## src/rtl/i2c_idx_pkg.sv

```systemverilog
package i2c_idx_pkg;

    typedef enum logic [3:0] {
        ST_IDLE,
        ST_ADDR,
        ST_ADDR_ACK,
        ST_INDEX,
        ST_INDEX_ACK,
        ST_COUNT,
        ST_COUNT_ACK,
        ST_WDATA,
        ST_WDATA_ACK,
        ST_TX,
        ST_TX_ACK,
        ST_IGNORE
    } fsm_e;

    localparam int BYTE_W = 8;

endpackage

```

## src/rtl/i2c_line_sync.sv

```systemverilog
module i2c_line_sync #(
    parameter int SYNC_STAGES = 2
) (
    input  logic clk,
    input  logic rst_n,
    input  logic scl_i,
    input  logic sda_i,
    output logic scl_o,
    output logic sda_o,
    output logic scl_rise_o,
    output logic scl_fall_o,
    output logic start_o,
    output logic stop_o
);
    // index 1 = scl, index 0 = sda
    logic [1:0] chain_q [SYNC_STAGES];
    logic [1:0] prev_q;

    for (genvar g = 0; g < SYNC_STAGES; g++) begin : g_stage
        if (g == 0) begin : g_first
            always_ff @(posedge clk or negedge rst_n) begin
                if (!rst_n) chain_q[g] <= 2'b11;
                else        chain_q[g] <= {scl_i, sda_i};
            end
        end else begin : g_next
            always_ff @(posedge clk or negedge rst_n) begin
                if (!rst_n) chain_q[g] <= 2'b11;
                else        chain_q[g] <= chain_q[g-1];
            end
        end
    end

    always_ff @(posedge clk or negedge rst_n) begin
        if (!rst_n) prev_q <= 2'b11;
        else        prev_q <= chain_q[SYNC_STAGES-1];
    end

    logic [1:0] now_w;
    assign now_w      = chain_q[SYNC_STAGES-1];
    assign scl_o      = now_w[1];
    assign sda_o      = now_w[0];
    assign scl_rise_o = !prev_q[1] &&  now_w[1];
    assign scl_fall_o =  prev_q[1] && !now_w[1];
    assign start_o    =  prev_q[1] &&  now_w[1] &&  prev_q[0] && !now_w[0];
    assign stop_o     =  prev_q[1] &&  now_w[1] && !prev_q[0] &&  now_w[0];

endmodule

```

## src/rtl/i2c_reg_file.sv

```systemverilog
module i2c_reg_file #(
    parameter int NREGS = 16,
    localparam int IDXW = $clog2(NREGS)
) (
    input  logic                  clk,
    input  logic                  rst_n,
    input  logic                  wr_en,
    input  logic [IDXW-1:0]       wr_idx,
    input  logic [7:0]            wr_data,
    input  logic [IDXW-1:0]       rd_idx,
    output logic [7:0]            rd_data,
    output logic [NREGS*8-1:0]    regs_o
);
    logic [NREGS-1:0][7:0] regs_d, regs_q;

    for (genvar r = 0; r < NREGS; r++) begin : g_reg
        always_comb begin
            regs_d[r] = regs_q[r];
            if (wr_en && (wr_idx == IDXW'(r))) regs_d[r] = wr_data;
        end
    end

    always_ff @(posedge clk or negedge rst_n) begin
        if (!rst_n) regs_q <= '0;
        else        regs_q <= regs_d;
    end

    assign rd_data = regs_q[rd_idx];
    assign regs_o  = regs_q;


    regs_hold_chk: assert property (@(posedge clk) disable iff (!rst_n)
        !wr_en |=> $stable(regs_q));

endmodule

```

## src/rtl/i2c_idx_engine.sv

```systemverilog
module i2c_idx_engine
    import i2c_idx_pkg::*;
#(
    parameter logic [6:0] DEV_ADDR  = 7'h69,
    parameter int         NREGS     = 16,
    parameter logic [7:0] CNT_RESET = 8'd16,
    localparam int        IDXW      = $clog2(NREGS)
) (
    input  logic            clk,
    input  logic            rst_n,
    input  logic            scl,
    input  logic            sda,
    input  logic            scl_rise,
    input  logic            scl_fall,
    input  logic            start_det,
    input  logic            stop_det,
    input  logic [7:0]      rd_data,
    output logic [IDXW-1:0] rd_idx,
    output logic            wr_en,
    output logic [IDXW-1:0] wr_idx,
    output logic [7:0]      wr_data,
    output logic            sda_oe
);
    localparam logic [IDXW-1:0] IDX_ONE = IDXW'(1);

    typedef struct packed {
        fsm_e            st;
        logic [7:0]      sh;
        logic [3:0]      bc;
        logic            rw;
        logic [IDXW-1:0] idx;
        logic [7:0]      cnt;
        logic [7:0]      left;
        logic            oe;
    } eng_t;

    eng_t eng_d, eng_q;

    always_comb begin
        eng_d = eng_q;
        wr_en = 1'b0;
        if (stop_det) begin
            eng_d.st = ST_IDLE;
            eng_d.oe = 1'b0;
        end else if (start_det) begin
            eng_d.st = ST_ADDR;
            eng_d.bc = 4'd0;
            eng_d.oe = 1'b0;
        end else begin
            unique case (eng_q.st)
                ST_ADDR, ST_INDEX, ST_COUNT, ST_WDATA: begin
                    if (scl_rise && eng_q.bc < 4'd8) begin
                        eng_d.sh = {eng_q.sh[6:0], sda};
                        eng_d.bc = eng_q.bc + 4'd1;
                    end else if (scl_fall && eng_q.bc == 4'd8) begin
                        unique case (eng_q.st)
                            ST_ADDR: begin
                                if (eng_q.sh[7:1] == DEV_ADDR) begin
                                    eng_d.st = ST_ADDR_ACK;
                                    eng_d.rw = eng_q.sh[0];
                                    eng_d.oe = 1'b1;
                                end else begin
                                    eng_d.st = ST_IGNORE;
                                end
                            end
                            ST_INDEX: begin
                                eng_d.st = ST_INDEX_ACK;
                                eng_d.oe = 1'b1;
                            end
                            ST_COUNT: begin
                                eng_d.st = ST_COUNT_ACK;
                                eng_d.oe = 1'b1;
                            end
                            default: begin
                                if (eng_q.left != 8'd0) begin
                                    eng_d.st = ST_WDATA_ACK;
                                    eng_d.oe = 1'b1;
                                end else begin
                                    eng_d.st = ST_IGNORE;
                                end
                            end
                        endcase
                    end
                end
                ST_ADDR_ACK: begin
                    if (scl_fall) begin
                        eng_d.bc = 4'd0;
                        if (eng_q.rw) begin
                            eng_d.st = ST_TX;
                            eng_d.sh = eng_q.cnt;
                            eng_d.oe = ~eng_q.cnt[7];
                        end else begin
                            eng_d.st = ST_INDEX;
                            eng_d.oe = 1'b0;
                        end
                    end
                end
                ST_INDEX_ACK: begin
                    if (scl_fall) begin
                        eng_d.idx = eng_q.sh[IDXW-1:0];
                        eng_d.st  = ST_COUNT;
                        eng_d.bc  = 4'd0;
                        eng_d.oe  = 1'b0;
                    end
                end
                ST_COUNT_ACK: begin
                    if (scl_fall) begin
                        eng_d.cnt  = eng_q.sh;
                        eng_d.left = eng_q.sh;
                        eng_d.st   = ST_WDATA;
                        eng_d.bc   = 4'd0;
                        eng_d.oe   = 1'b0;
                    end
                end
                ST_WDATA_ACK: begin
                    if (scl_fall) begin
                        wr_en      = 1'b1;
                        eng_d.idx  = eng_q.idx + IDX_ONE;
                        eng_d.left = eng_q.left - 8'd1;
                        eng_d.st   = ST_WDATA;
                        eng_d.bc   = 4'd0;
                        eng_d.oe   = 1'b0;
                    end
                end
                ST_TX: begin
                    if (scl_rise) begin
                        eng_d.bc = eng_q.bc + 4'd1;
                    end else if (scl_fall) begin
                        if (eng_q.bc == 4'd8) begin
                            eng_d.st = ST_TX_ACK;
                            eng_d.oe = 1'b0;
                        end else begin
                            eng_d.sh = {eng_q.sh[6:0], 1'b0};
                            eng_d.oe = ~eng_q.sh[6];
                        end
                    end
                end
                ST_TX_ACK: begin
                    if (scl_rise && sda) begin
                        eng_d.st = ST_IGNORE;
                    end else if (scl_fall) begin
                        eng_d.sh  = rd_data;
                        eng_d.idx = eng_q.idx + IDX_ONE;
                        eng_d.st  = ST_TX;
                        eng_d.bc  = 4'd0;
                        eng_d.oe  = ~rd_data[7];
                    end
                end
                default: ;
            endcase
        end
    end

    always_ff @(posedge clk or negedge rst_n) begin
        if (!rst_n) begin
            eng_q      <= '0;
            eng_q.st   <= ST_IDLE;
            eng_q.cnt  <= CNT_RESET;
        end else begin
            eng_q <= eng_d;
        end
    end

    assign rd_idx  = eng_q.idx;
    assign wr_idx  = eng_q.idx;
    assign wr_data = eng_q.sh;
    assign sda_oe  = eng_q.oe;


    oe_scl_low_chk: assert property (@(posedge clk) disable iff (!rst_n)
        $rose(eng_q.oe) |-> !$past(scl));


    bit_range_chk: assert property (@(posedge clk) disable iff (!rst_n)
        eng_q.bc <= 4'd8);


    start_restart_chk: assert property (@(posedge clk) disable iff (!rst_n)
        (start_det && !stop_det) |=> (eng_q.st == ST_ADDR && !eng_q.oe));


    stop_release_chk: assert property (@(posedge clk) disable iff (!rst_n)
        stop_det |=> (eng_q.st == ST_IDLE && !eng_q.oe));


    ignore_release_chk: assert property (@(posedge clk) disable iff (!rst_n)
        (eng_q.st == ST_IGNORE) |-> !eng_q.oe);

endmodule

```

## src/rtl/i2c_idx_regslave.sv

```systemverilog
module i2c_idx_regslave #(
    parameter logic [6:0] DEV_ADDR    = 7'h69,
    parameter int         NREGS       = 16,
    parameter logic [7:0] CNT_RESET   = 8'd16,
    parameter int         SYNC_STAGES = 2,
    localparam int        IDXW        = $clog2(NREGS)
) (
    input  logic               clk,
    input  logic               rst_n,
    input  logic               scl_i,
    input  logic               sda_i,
    output logic               sda_oe_o,
    output logic [NREGS*8-1:0] regs_o
);
    logic scl_s, sda_s, scl_rise, scl_fall, start_det, stop_det;
    logic wr_en;
    logic [IDXW-1:0] wr_idx, rd_idx;
    logic [7:0] wr_data, rd_data;

    i2c_line_sync #(.SYNC_STAGES(SYNC_STAGES)) u_sync (
        .clk        (clk),
        .rst_n      (rst_n),
        .scl_i      (scl_i),
        .sda_i      (sda_i),
        .scl_o      (scl_s),
        .sda_o      (sda_s),
        .scl_rise_o (scl_rise),
        .scl_fall_o (scl_fall),
        .start_o    (start_det),
        .stop_o     (stop_det)
    );

    i2c_idx_engine #(
        .DEV_ADDR  (DEV_ADDR),
        .NREGS     (NREGS),
        .CNT_RESET (CNT_RESET)
    ) u_engine (
        .clk       (clk),
        .rst_n     (rst_n),
        .scl       (scl_s),
        .sda       (sda_s),
        .scl_rise  (scl_rise),
        .scl_fall  (scl_fall),
        .start_det (start_det),
        .stop_det  (stop_det),
        .rd_data   (rd_data),
        .rd_idx    (rd_idx),
        .wr_en     (wr_en),
        .wr_idx    (wr_idx),
        .wr_data   (wr_data),
        .sda_oe    (sda_oe_o)
    );

    i2c_reg_file #(.NREGS(NREGS)) u_regs (
        .clk     (clk),
        .rst_n   (rst_n),
        .wr_en   (wr_en),
        .wr_idx  (wr_idx),
        .wr_data (wr_data),
        .rd_idx  (rd_idx),
        .rd_data (rd_data),
        .regs_o  (regs_o)
    );

endmodule

```

## config.mk

```make
export PLATFORM = sky130hd
export DESIGN_NAME = i2c_idx_regslave
export DESIGN_NICKNAME = d
export VERILOG_FILES = /design/src/rtl/i2c_idx_pkg.sv /design/src/rtl/i2c_line_sync.sv /design/src/rtl/i2c_reg_file.sv /design/src/rtl/i2c_idx_engine.sv /design/src/rtl/i2c_idx_regslave.sv
export SDC_FILE = /design/constraint.sdc
export NUM_CORES = 1
export LEC_CHECK = 0
export ABC_AREA = 1
export BUFFER_PORTS_ARGS = -buffer_cell sky130_fd_sc_hd__buf_2
export CAP_MARGIN = 40
export CELL_PAD_IN_SITES_DETAIL_PLACEMENT = 0
export CELL_PAD_IN_SITES_GLOBAL_PLACEMENT = 1
export CORE_MARGIN = 10
export CORE_UTILIZATION = 30
export CTS_BUF_LIST = sky130_fd_sc_hd__clkbuf_4
export DETAILED_ROUTE_END_ITERATION = 8
export PLACE_DENSITY_LB_ADDON = 0.08
export SYNTH_ARGS = -nofsm -noshare
export SYNTH_HDL_FRONTEND = slang
export SYNTH_SLANG_ARGS = --single-unit
```

## constraint.sdc

```tcl
create_clock -name clk -period 3.1 [get_ports clk]
set_input_delay 0.62 -clock clk [delete_from_list [all_inputs] [get_ports clk]]
set_output_delay 0.62 -clock clk [all_outputs]
set_load 0.05 [all_outputs]
```

==> results.cfg, run 1 <==
[place]
hpwl_um = 23100
placed_area_sq_mm = 0.00976
portBuffers = 132
routabilityCongestion = 0.807

[worst_setup_path]
cp-start-kind = flop
cp_data_arrival_time_ps = 2580
crit_required_ps = 3580
end_kind = flop
worst-path-max-fanout = 62
crit_type = reg2reg

[cts]
cts_sinks = 172
postCtsHoldBufs = 0
cts_tree = done
insertion_delay_ps = 600
numCtsBuffers = 17
clk_path_buf_depth = 2
cts-resized-gates = 0
clk_pin_slew_worst_paths_ps = 190
cts_setup_buffers = 0
cts_max_level = 4
cts_root_buf = clkbuf_4

[sta]
finalHoldViolations = 0
finalSetupViolations = 0
rsz0062_at_grt = false
worst_pin_slew_ps = 752
holdWs_ps = 43.8
tns_ps = 0
fmax_mhz = 477
slew_violations = 0
finalClockSkew_ps = 42.6
relSlewSlack_pct = 49.9
post-route-period-util_pct = 67.6
fin_crit_ps = 2100

[route]
finalWirelength_um = 32300
met3WireLength_um = 1370
vias = 7879
first_pass_iters = 5
wirelength_met1_um = 14900
top_layer_used = met4
vias_per_cell = 4.88
post_drt_wl_per_cell_um = 20.0
final_antenna_net_count = 0
first_iter_violations = 647
drc = 0
dr_wl_met2_um = 15700

[logic_synthesis]
yosysTopAreaCell = dfrtp_1
netlist_top_cells_area = dfrtp_1, nand2_1, o21ai_0
synth_seq_cells = 172
syn_area_sq_mm = 0.00876
synth_area_per_cell_sq_um = 7.96
syn_nets = 1113
synth_top_family_by_area = simple AND/OR/NAND/NOR gates
netlist_instances = 1101
yosys_warnings = 0
seq_area_frac_synth_pct = 49.2
synth_mux_area_share_pct = 0
synth_simple_gate_area_share_pct = 24.6
synth-xor-area-share_pct = 0.500
synth_top_area_share_pct = 47.1
synth_adder_area_share_pct = 1.14
yosysUniqueCellTypes = 36
synth_compound_area_share_pct = 17.4

[run]
cap_violations = 0

[global_routing]
grt_pass1_wl_um = 50100
gr-total-overflow = 0
grt_usage_pct = 17.7
antenna_found_initial = 1
grt_max_degree = 74
grt_pass1_vias = 7934

[final_layout]
final_cell_mix = nand2_1, o21ai_0, dfrtp_1
layout_commonest_cell = nand2_1
drive_gt1_share_pct = 19.8
finalNetCount = 1228
area_growth_pct = 14.6
stdcell_area_sq_mm = 0.0100
utilization_pct = 34.9

[die]
die_y_um = 191
rows = 62
dieWidth_um = 191
die_area_sq_mm = 0.0364
floorplan.initialDensity_pct = 30.4
core_sq_mm = 0.0288
num_io_pins = 133

[min_path]
min_path_type = in2async

[status]
status = finished clean

[pwr]
cellLeakagePower_nw = 5.10
peakVddDrop_mv = 0.431
power.density_mw_per_mm2 = 1120
worst max-delay path, stage by stage (launching register included):
cell,delay [ps]
dfrtp_2,730
inv_2,150
buf_12,230
o21ai_0,310
o21ai_0,220
nand2_1,120
nand4_1,100
nand2_1,70
a21oi_1,60
cell type report:
type | instances | area, sq um
repair buffers | 153 | 875
multi-input cells | 802 | 3820
well taps | 384 | 480
clock buffers | 17 | 128
clock inverters | 15 | 153
inverters | 70 | 268
fillers | 3119 | 18700
flip-flops and latches | 172 | 4310
diodes | 1 | 2.50
layer usage:
metal,track usage (%),up-vias
li1,-,3844
met1,23.7,3820
met2,29.8,197
met3,2.79,18
met4,3.21,0
met5,0,-
per-stage QoR:
step                total power [mW]  std cells  setup WS (ps)
global placement                9.96       1579           1070
global route                    12.1       1614            731
detailed placement              9.97       1581           1060
floorplan                       7.86       1101           1210
finish                          11.2       1614           1000
CTS                             11.4       1613           1010
power breakdown:
part	total, mW	switching [mW]	internal (mW)
sequential	3.63	0.713	2.92
clock	1.36	0.999	0.364
combinational	6.22	4.66	1.55
registers in the layout, summed over array words and instances, names as in the netlist:
signal and count:
u_sync.prev_q 2, u_sync.now_w 2, u_engine.sda_oe 1, u_regs.regs_o 128, u_engine.eng_q 25, u_sync.chain_q 2, u_engine.rd_idx 4, u_engine.wr_data 8
logic make-up after synthesis:
logic type | count (synthesis)
AND/OR/NAND/NOR | 503
AO/OA/AOI/OAI | 286
flip-flops | 172
buffers and inverters | 127
adder cells (fa/ha/maj) | 8
XOR/XNOR | 5
path summary, 6_finish.rpt:
kind	startpoint	end	slack (ps)	cells after the start
worst max-delay path	u_engine.rd_idx[0]	u_engine.wr_data[3]	1000	8
worst min-delay path	rst_n	u_regs.regs_o[19]	40	1
worst max register to register	u_engine.rd_idx[0]	u_engine.wr_data[3]	1000	8
worst min register to register	u_sync.chain_q[2]	u_sync.now_w[0]	370	0
max in group asynchronous	rst_n	u_sync.chain_q[3]	2260	2
min in group clk	scl_i	u_sync.chain_q[3]	100	1
cell usage after synthesis (all sizes together):
cell and count:
o22ai 12, o21bai 2, xnor2 1, nand4 9
dfrtp 165, nor3 3, o31ai 1, o21ai 250
a22oi 1, nand2 301, a21oi 15, o221ai 1
nor2 153, buf 33, o2111ai 1, ha 8
inv 70, clkbuf 24, o211ai 2, xor2 4
dfstp 7, or2 1, nand3 36, a31oi 1
Note: power is estimated with default switching activity, not from simulation.
==> run 2: changes to the inputs <==
clock period = 2.1 ns   (was 3.1 ns; I/O delays follow)
==> run 2 against run 1 <==
Cell count grew 1.4%. Clock power grew 54%. Routed wire length shrank 1.9%. Fmax grew 10%. Count of clock-buffer cells in the layout is the same. First-iteration DRC count shrank 10%. Non-clock buffer count grew 20. Largest cell class unchanged. Largest power group unchanged.
==> results.cfg, run 2 (synthesized netlist as in run 1, its figures left out) <==
[worst_setup_path]
crit_required_ps = 2580
rr_endpoint = u_engine.eng_q[34]
cpMaxStageDelayCell = dfstp_2
cpPeakStageDelay_ps = 620
endpoint = u_engine.eng_q[34]
end_kind = flop
crit_type = reg2reg
worstRegToRegCells = 11
r2r-start = u_sync.now_w[1]
path_cells = inv_1, nand2_2, nand3_1, nand2_1, nand2_1, nand2_1, nor2_1, nand2_2, inv_2, nand2_1, o21ai_0
worst-path-max-fanout = 11
cp-start-kind = flop
cp_data_arrival_time_ps = 2380
r2r_setup_slack_ps = 200
crit_start = u_sync.now_w[1]
cpMostUsedCell = nand2_1

[die]
core_sq_mm = 0.0288
floorplan.initialDensity_pct = 30.4
die_y_um = 191
die_area_sq_mm = 0.0364
dieWidth_um = 191
num_io_pins = 133
rows = 62

[sta]
slew_violations = 0
finalHoldViolations = 0
worst_pin_slew_ps = 418
fmax_mhz = 527
finalClockSkew_ps = 34.1
post-route-period-util_pct = 90.4
tns_ps = 0
fin_crit_ps = 1900
finalSetupViolations = 0
rsz0062_at_grt = false
relSlewSlack_pct = 72.1

[final_layout]
finalNetCount = 1248
largest_register_ffs = 128
final_cell_mix = nand2_1, o21ai_0, dfrtp_1
drive_gt1_share_pct = 20.9
layout_commonest_cell = nand2_1
area_growth_pct = 17.1
stdcell_area_sq_mm = 0.0103

[pwr]
swShare_pct = 55.8
cellLeakagePower_nw = 5.21
clkPwrFrac_pct = 12.4
post-layout-total-power_mw = 16.9
seq_power_share_pct = 31.1
power_frac_comb_pct = 56.5
p_switching_mw = 9.42
peakVddDrop_mv = 0.585
power.internal_mw = 7.47
power.density_mw_per_mm2 = 1650

[route]
post_drt_wl_per_cell_um = 19.4
drc = 0
first_iter_violations = 581
first_pass_iters = 4
finalWirelength_um = 31700
vias_per_cell = 4.73
final_antenna_net_count = 0
vias = 7738

[min_path]
min_path_type = in2async

[global_routing]
gr-total-overflow = 0
grt_pass1_wl_um = 49400
grt_usage_pct = 17.6
antenna_found_initial = 1
grt_pass1_vias = 7740
grt_max_degree = 57

[cts]
cts_tree = done
cts_root_buf = clkbuf_4
numCtsBuffers = 17
clk_path_buf_depth = 2
insertion_delay_ps = 600
cts_sinks = 172
clk_pin_slew_worst_paths_ps = 200
cts_max_level = 4
cts_setup_buffers = 0

[place]
placed_area_sq_mm = 0.00991
routabilityCongestion = 0.837
portBuffers = 132
hpwl_um = 22900

[status]
status = finished clean

[run]
cap_violations = 0
## run 2: what timing repair did
action | CTS | global route
gates resized for setup | 0 | 2
setup endpoints to repair | 0 | 1
hold buffers | 3 | 0
endpoints found under the hold margin | 33 | 0
## run 2: metal layers
metal | track usage (%) | wire [um] | vias to the layer above | part of all wire (%)
met3 | 2.86 | 1040 | 13 | 3.3
met2 | 28.6 | 15300 | 139 | 48
li1 | - | - | 3869 | -
met1 | 24.4 | 15100 | 3717 | 48
met4 | 3.00 | 230 | 0 | 0.73
met5 | 0 | 0 | - | 0
## run 2: worst max-delay path: cells and delay by family (launching register included)
kind | cells | cell delay, ps
flops | 1 | 620
buf+inv | 2 | 120
compound gates | 1 | 70
simple gates | 8 | 970
## run 2: final cells by class
| class | instances | area (sq um) |
|---|---|---|
| antenna | 3 | 7.51 |
| fill | 3103 | 18500 |
| clock inverter | 15 | 175 |
| multi-input combinational | 802 | 3820 |
| sequential | 172 | 4310 |
| tap | 384 | 480 |
| clock buffer | 17 | 128 |
| timing repair buffer | 173 | 1060 |
| inverter | 70 | 268 |
## run 2: how the worst min path moves through the flow
stage	endpoint	cells past startpoint	from	slack [ps]
after floorplan	u_engine.eng_q[10]	0	rst_n	120
after global placement	u_sync.now_w[1]	0	u_sync.chain_q[3]	350
after detailed placement	u_sync.now_w[0]	0	u_sync.chain_q[2]	350
after CTS	u_regs.regs_o[17]	2	rst_n	220
after global routing	u_regs.regs_o[27]	2	rst_n	230
final	u_regs.regs_o[17]	2	rst_n	260
## run 2: power by group through the flow
| stage | clock (mW) | combinational (mW) | sequential [mW] |
|---|---|---|---|
| final | 2.10 | 9.54 | 5.25 |
| after global routing | 2.34 | 10.5 | 5.41 |
| after CTS | 2.19 | 9.67 | 5.28 |
| after detailed placement | 0 | 9.64 | 5.34 |
| after global placement | 0 | 9.67 | 5.35 |
| after floorplan | 0 | 4.21 | 7.39 |
## run 2: per-stage QoR
stage	utilization (%)	worst slack (ps)	std cells	hold WS, ps
2_1_floorplan	-	211	1101	124
3_3_place_gp	34.4	208	1598	348
3_5_place_dp	34.4	215	1598	350
4_1_cts	35.6	180	1633	218
5_1_grt	35.6	16.7	1636	226
6_report	35.6	201	1636	258
==> run 3: changes to the inputs <==
BUFFER_PORTS_ARGS = not set   (was -buffer_cell sky130_fd_sc_hd__buf_2)
DONT_BUFFER_PORTS = 1   (was not set)
==> run 3 against run 2 <==
The run now ends with hold timing left. Fmax up 0.48%. Design area down 0.62%. Via count down 2.1%. Hold slack worse by 770 ps. First-iteration DRC count up 7.6%. Die area unchanged. Sequential power up 6.9%. Cell count down 2.6%. Utilization down 0.22 points. Largest power group unchanged.
==> results.cfg, run 3 (synthesized netlist as in run 1, its figures left out) <==
[die]
rows = 62
core_sq_mm = 0.0288
dieWidth_um = 191
die_area_sq_mm = 0.0364
num_io_pins = 133
floorplan.initialDensity_pct = 30.4
die_y_um = 191

[worst_setup_path]
worstRegToRegCells = 7
cp_data_arrival_time_ps = 2340
rr_endpoint = u_regs.regs_o[58]
r2r-start = u_engine.rd_idx[0]
end_kind = flop
crit_required_ps = 2550
crit_type = reg2reg
worst-path-max-fanout = 27
r2r_setup_slack_ps = 210
cp-start-kind = flop

[pwr]
peakVddDrop_mv = 0.581
power.density_mw_per_mm2 = 1650
cellLeakagePower_nw = 4.96

[global_routing]
gr-total-overflow = 0
met1_usage_pct = 22.4
grt_usage_pct = 17.4
antenna_found_initial = 1
grt_max_degree = 173
met2_usage_pct = 29.1
grt_pass1_vias = 7479
grt_pass1_wl_um = 48200
gr-usage-met3_pct = 3.81
grt-busiest-layer = met2

[cts]
cts_tree = done
cts_sinks = 172
cts_max_level = 4
postCtsHoldBufs = 2
numCtsBuffers = 17
insertion_delay_ps = 590
cts_root_buf = clkbuf_4
clk_pin_slew_worst_paths_ps = 180
cts_setup_buffers = 0
clk_path_buf_depth = 2

[sta]
finalHoldViolations = 172
finalClockSkew_ps = 46.0
relSlewSlack_pct = 56.4
slew_violations = 0
rsz0062_at_grt = false
fin_crit_ps = 1890
worst_pin_slew_ps = 654
finalSetupViolations = 0
fin_ws_ps = 210
tns_ps = 0
holdWs_ps = -507
post-route-period-util_pct = 90.0
fmax_mhz = 529

[final_layout]
final_cell_mix = nand2_1, o21ai_0, dfrtp_1
layout_commonest_cell = nand2_1
drive_gt1_share_pct = 18.1
area_growth_pct = 16.3
multi_input_area_sq_mm = 0.00382
seqCellArea_sq_mm = 0.00431
utilization_pct = 35.4
fillerInstances = 3154
largest_register_ffs = 128
stdcell_area_sq_mm = 0.0102
finalNetCount = 1205

[status]
violations = hold timing
status = finished with violations

[place]
routabilityCongestion = 0.857
placed_area_sq_mm = 0.00987
hpwl_um = 22300
portBuffers = 0
post-place-ws_ps = 200

[run]
cap_violations = 0

[route]
first_iter_violations = 625
first_pass_iters = 5
drc = 0
final_antenna_net_count = 0
finalWirelength_um = 31700
post_drt_wl_per_cell_um = 19.9
vias_per_cell = 4.75
vias = 7579

[min_path]
min_path_type = in2async
==> run 3: changes by cell type in the layout (fill, tap and decap cells not counted), sizes merged <==
cell	before	now
inv	79	74
buf	170	128
clkinvlp	0	1
dlygate4sd3	3	2
bufinv	1	0
diode	3	4
clkinv	5	10
==> run 3: critical path, stage by stage, from the launching register on <==
cell     delay [ps]
dfrtp_2         440
buf_4           330
ha_1            250
inv_1           110
nor2_8          190
nand2_2         240
nand2_1         120
o21ai_0          80
==> run 3: layout make-up <==
class | instances | area share (%)
sequential | 172 | 42.3
multi-input combinational | 802 | 37.5
timing repair buffer | 130 | 9.87
tap | 384 | 4.71
inverter | 70 | 2.63
clock inverter | 15 | 1.58
clock buffer | 17 | 1.25
antenna | 4 | 0.0982
==> run 3: how the worst max path moves through the flow <==
stage | slack, ps | start | endpoint
finish | 210 | u_engine.rd_idx[0] | u_regs.regs_o[58]
global placement | 200 | u_sync.now_w[1] | u_engine.eng_q[34]
floorplan | 210 | u_engine.rd_idx[0] | u_regs.regs_o[37]
CTS | 190 | u_engine.rd_idx[0] | u_regs.regs_o[56]
detailed placement | 200 | u_engine.rd_idx[0] | u_regs.regs_o[58]
global route | 8 | u_engine.eng_q[36] | u_engine.wr_data[6]
==> run 3: through the flow <==
step           power (mW)  std cells
4_1_cts              17.1       1590
5_1_grt              18.1       1594
3_5_place_dp         15.0       1556
6_report             16.8       1594
3_3_place_gp         15.0       1556
2_1_floorplan        11.6       1101
==> run 3: routing by layer <==
metal	vias up	share of wire (%)
li1	3778	-
met1	3655	45
met2	128	48
met3	18	5.4
met4	0	1.1
met5	-	0
==> run 3: repair_timing <==
action                                  CTS  global route
resized for setup                         0             1
endpoints found under the setup margin    0             4
endpoints found under the hold margin   174           172
==> run 3: where the power goes <==
part           total [mW]  switching (mW)  internal (mW)
Clock                1.98            1.45          0.535
Sequential           5.61            1.31           4.29
Combinational        9.23            6.62           2.61
Total                16.8            9.38           7.44
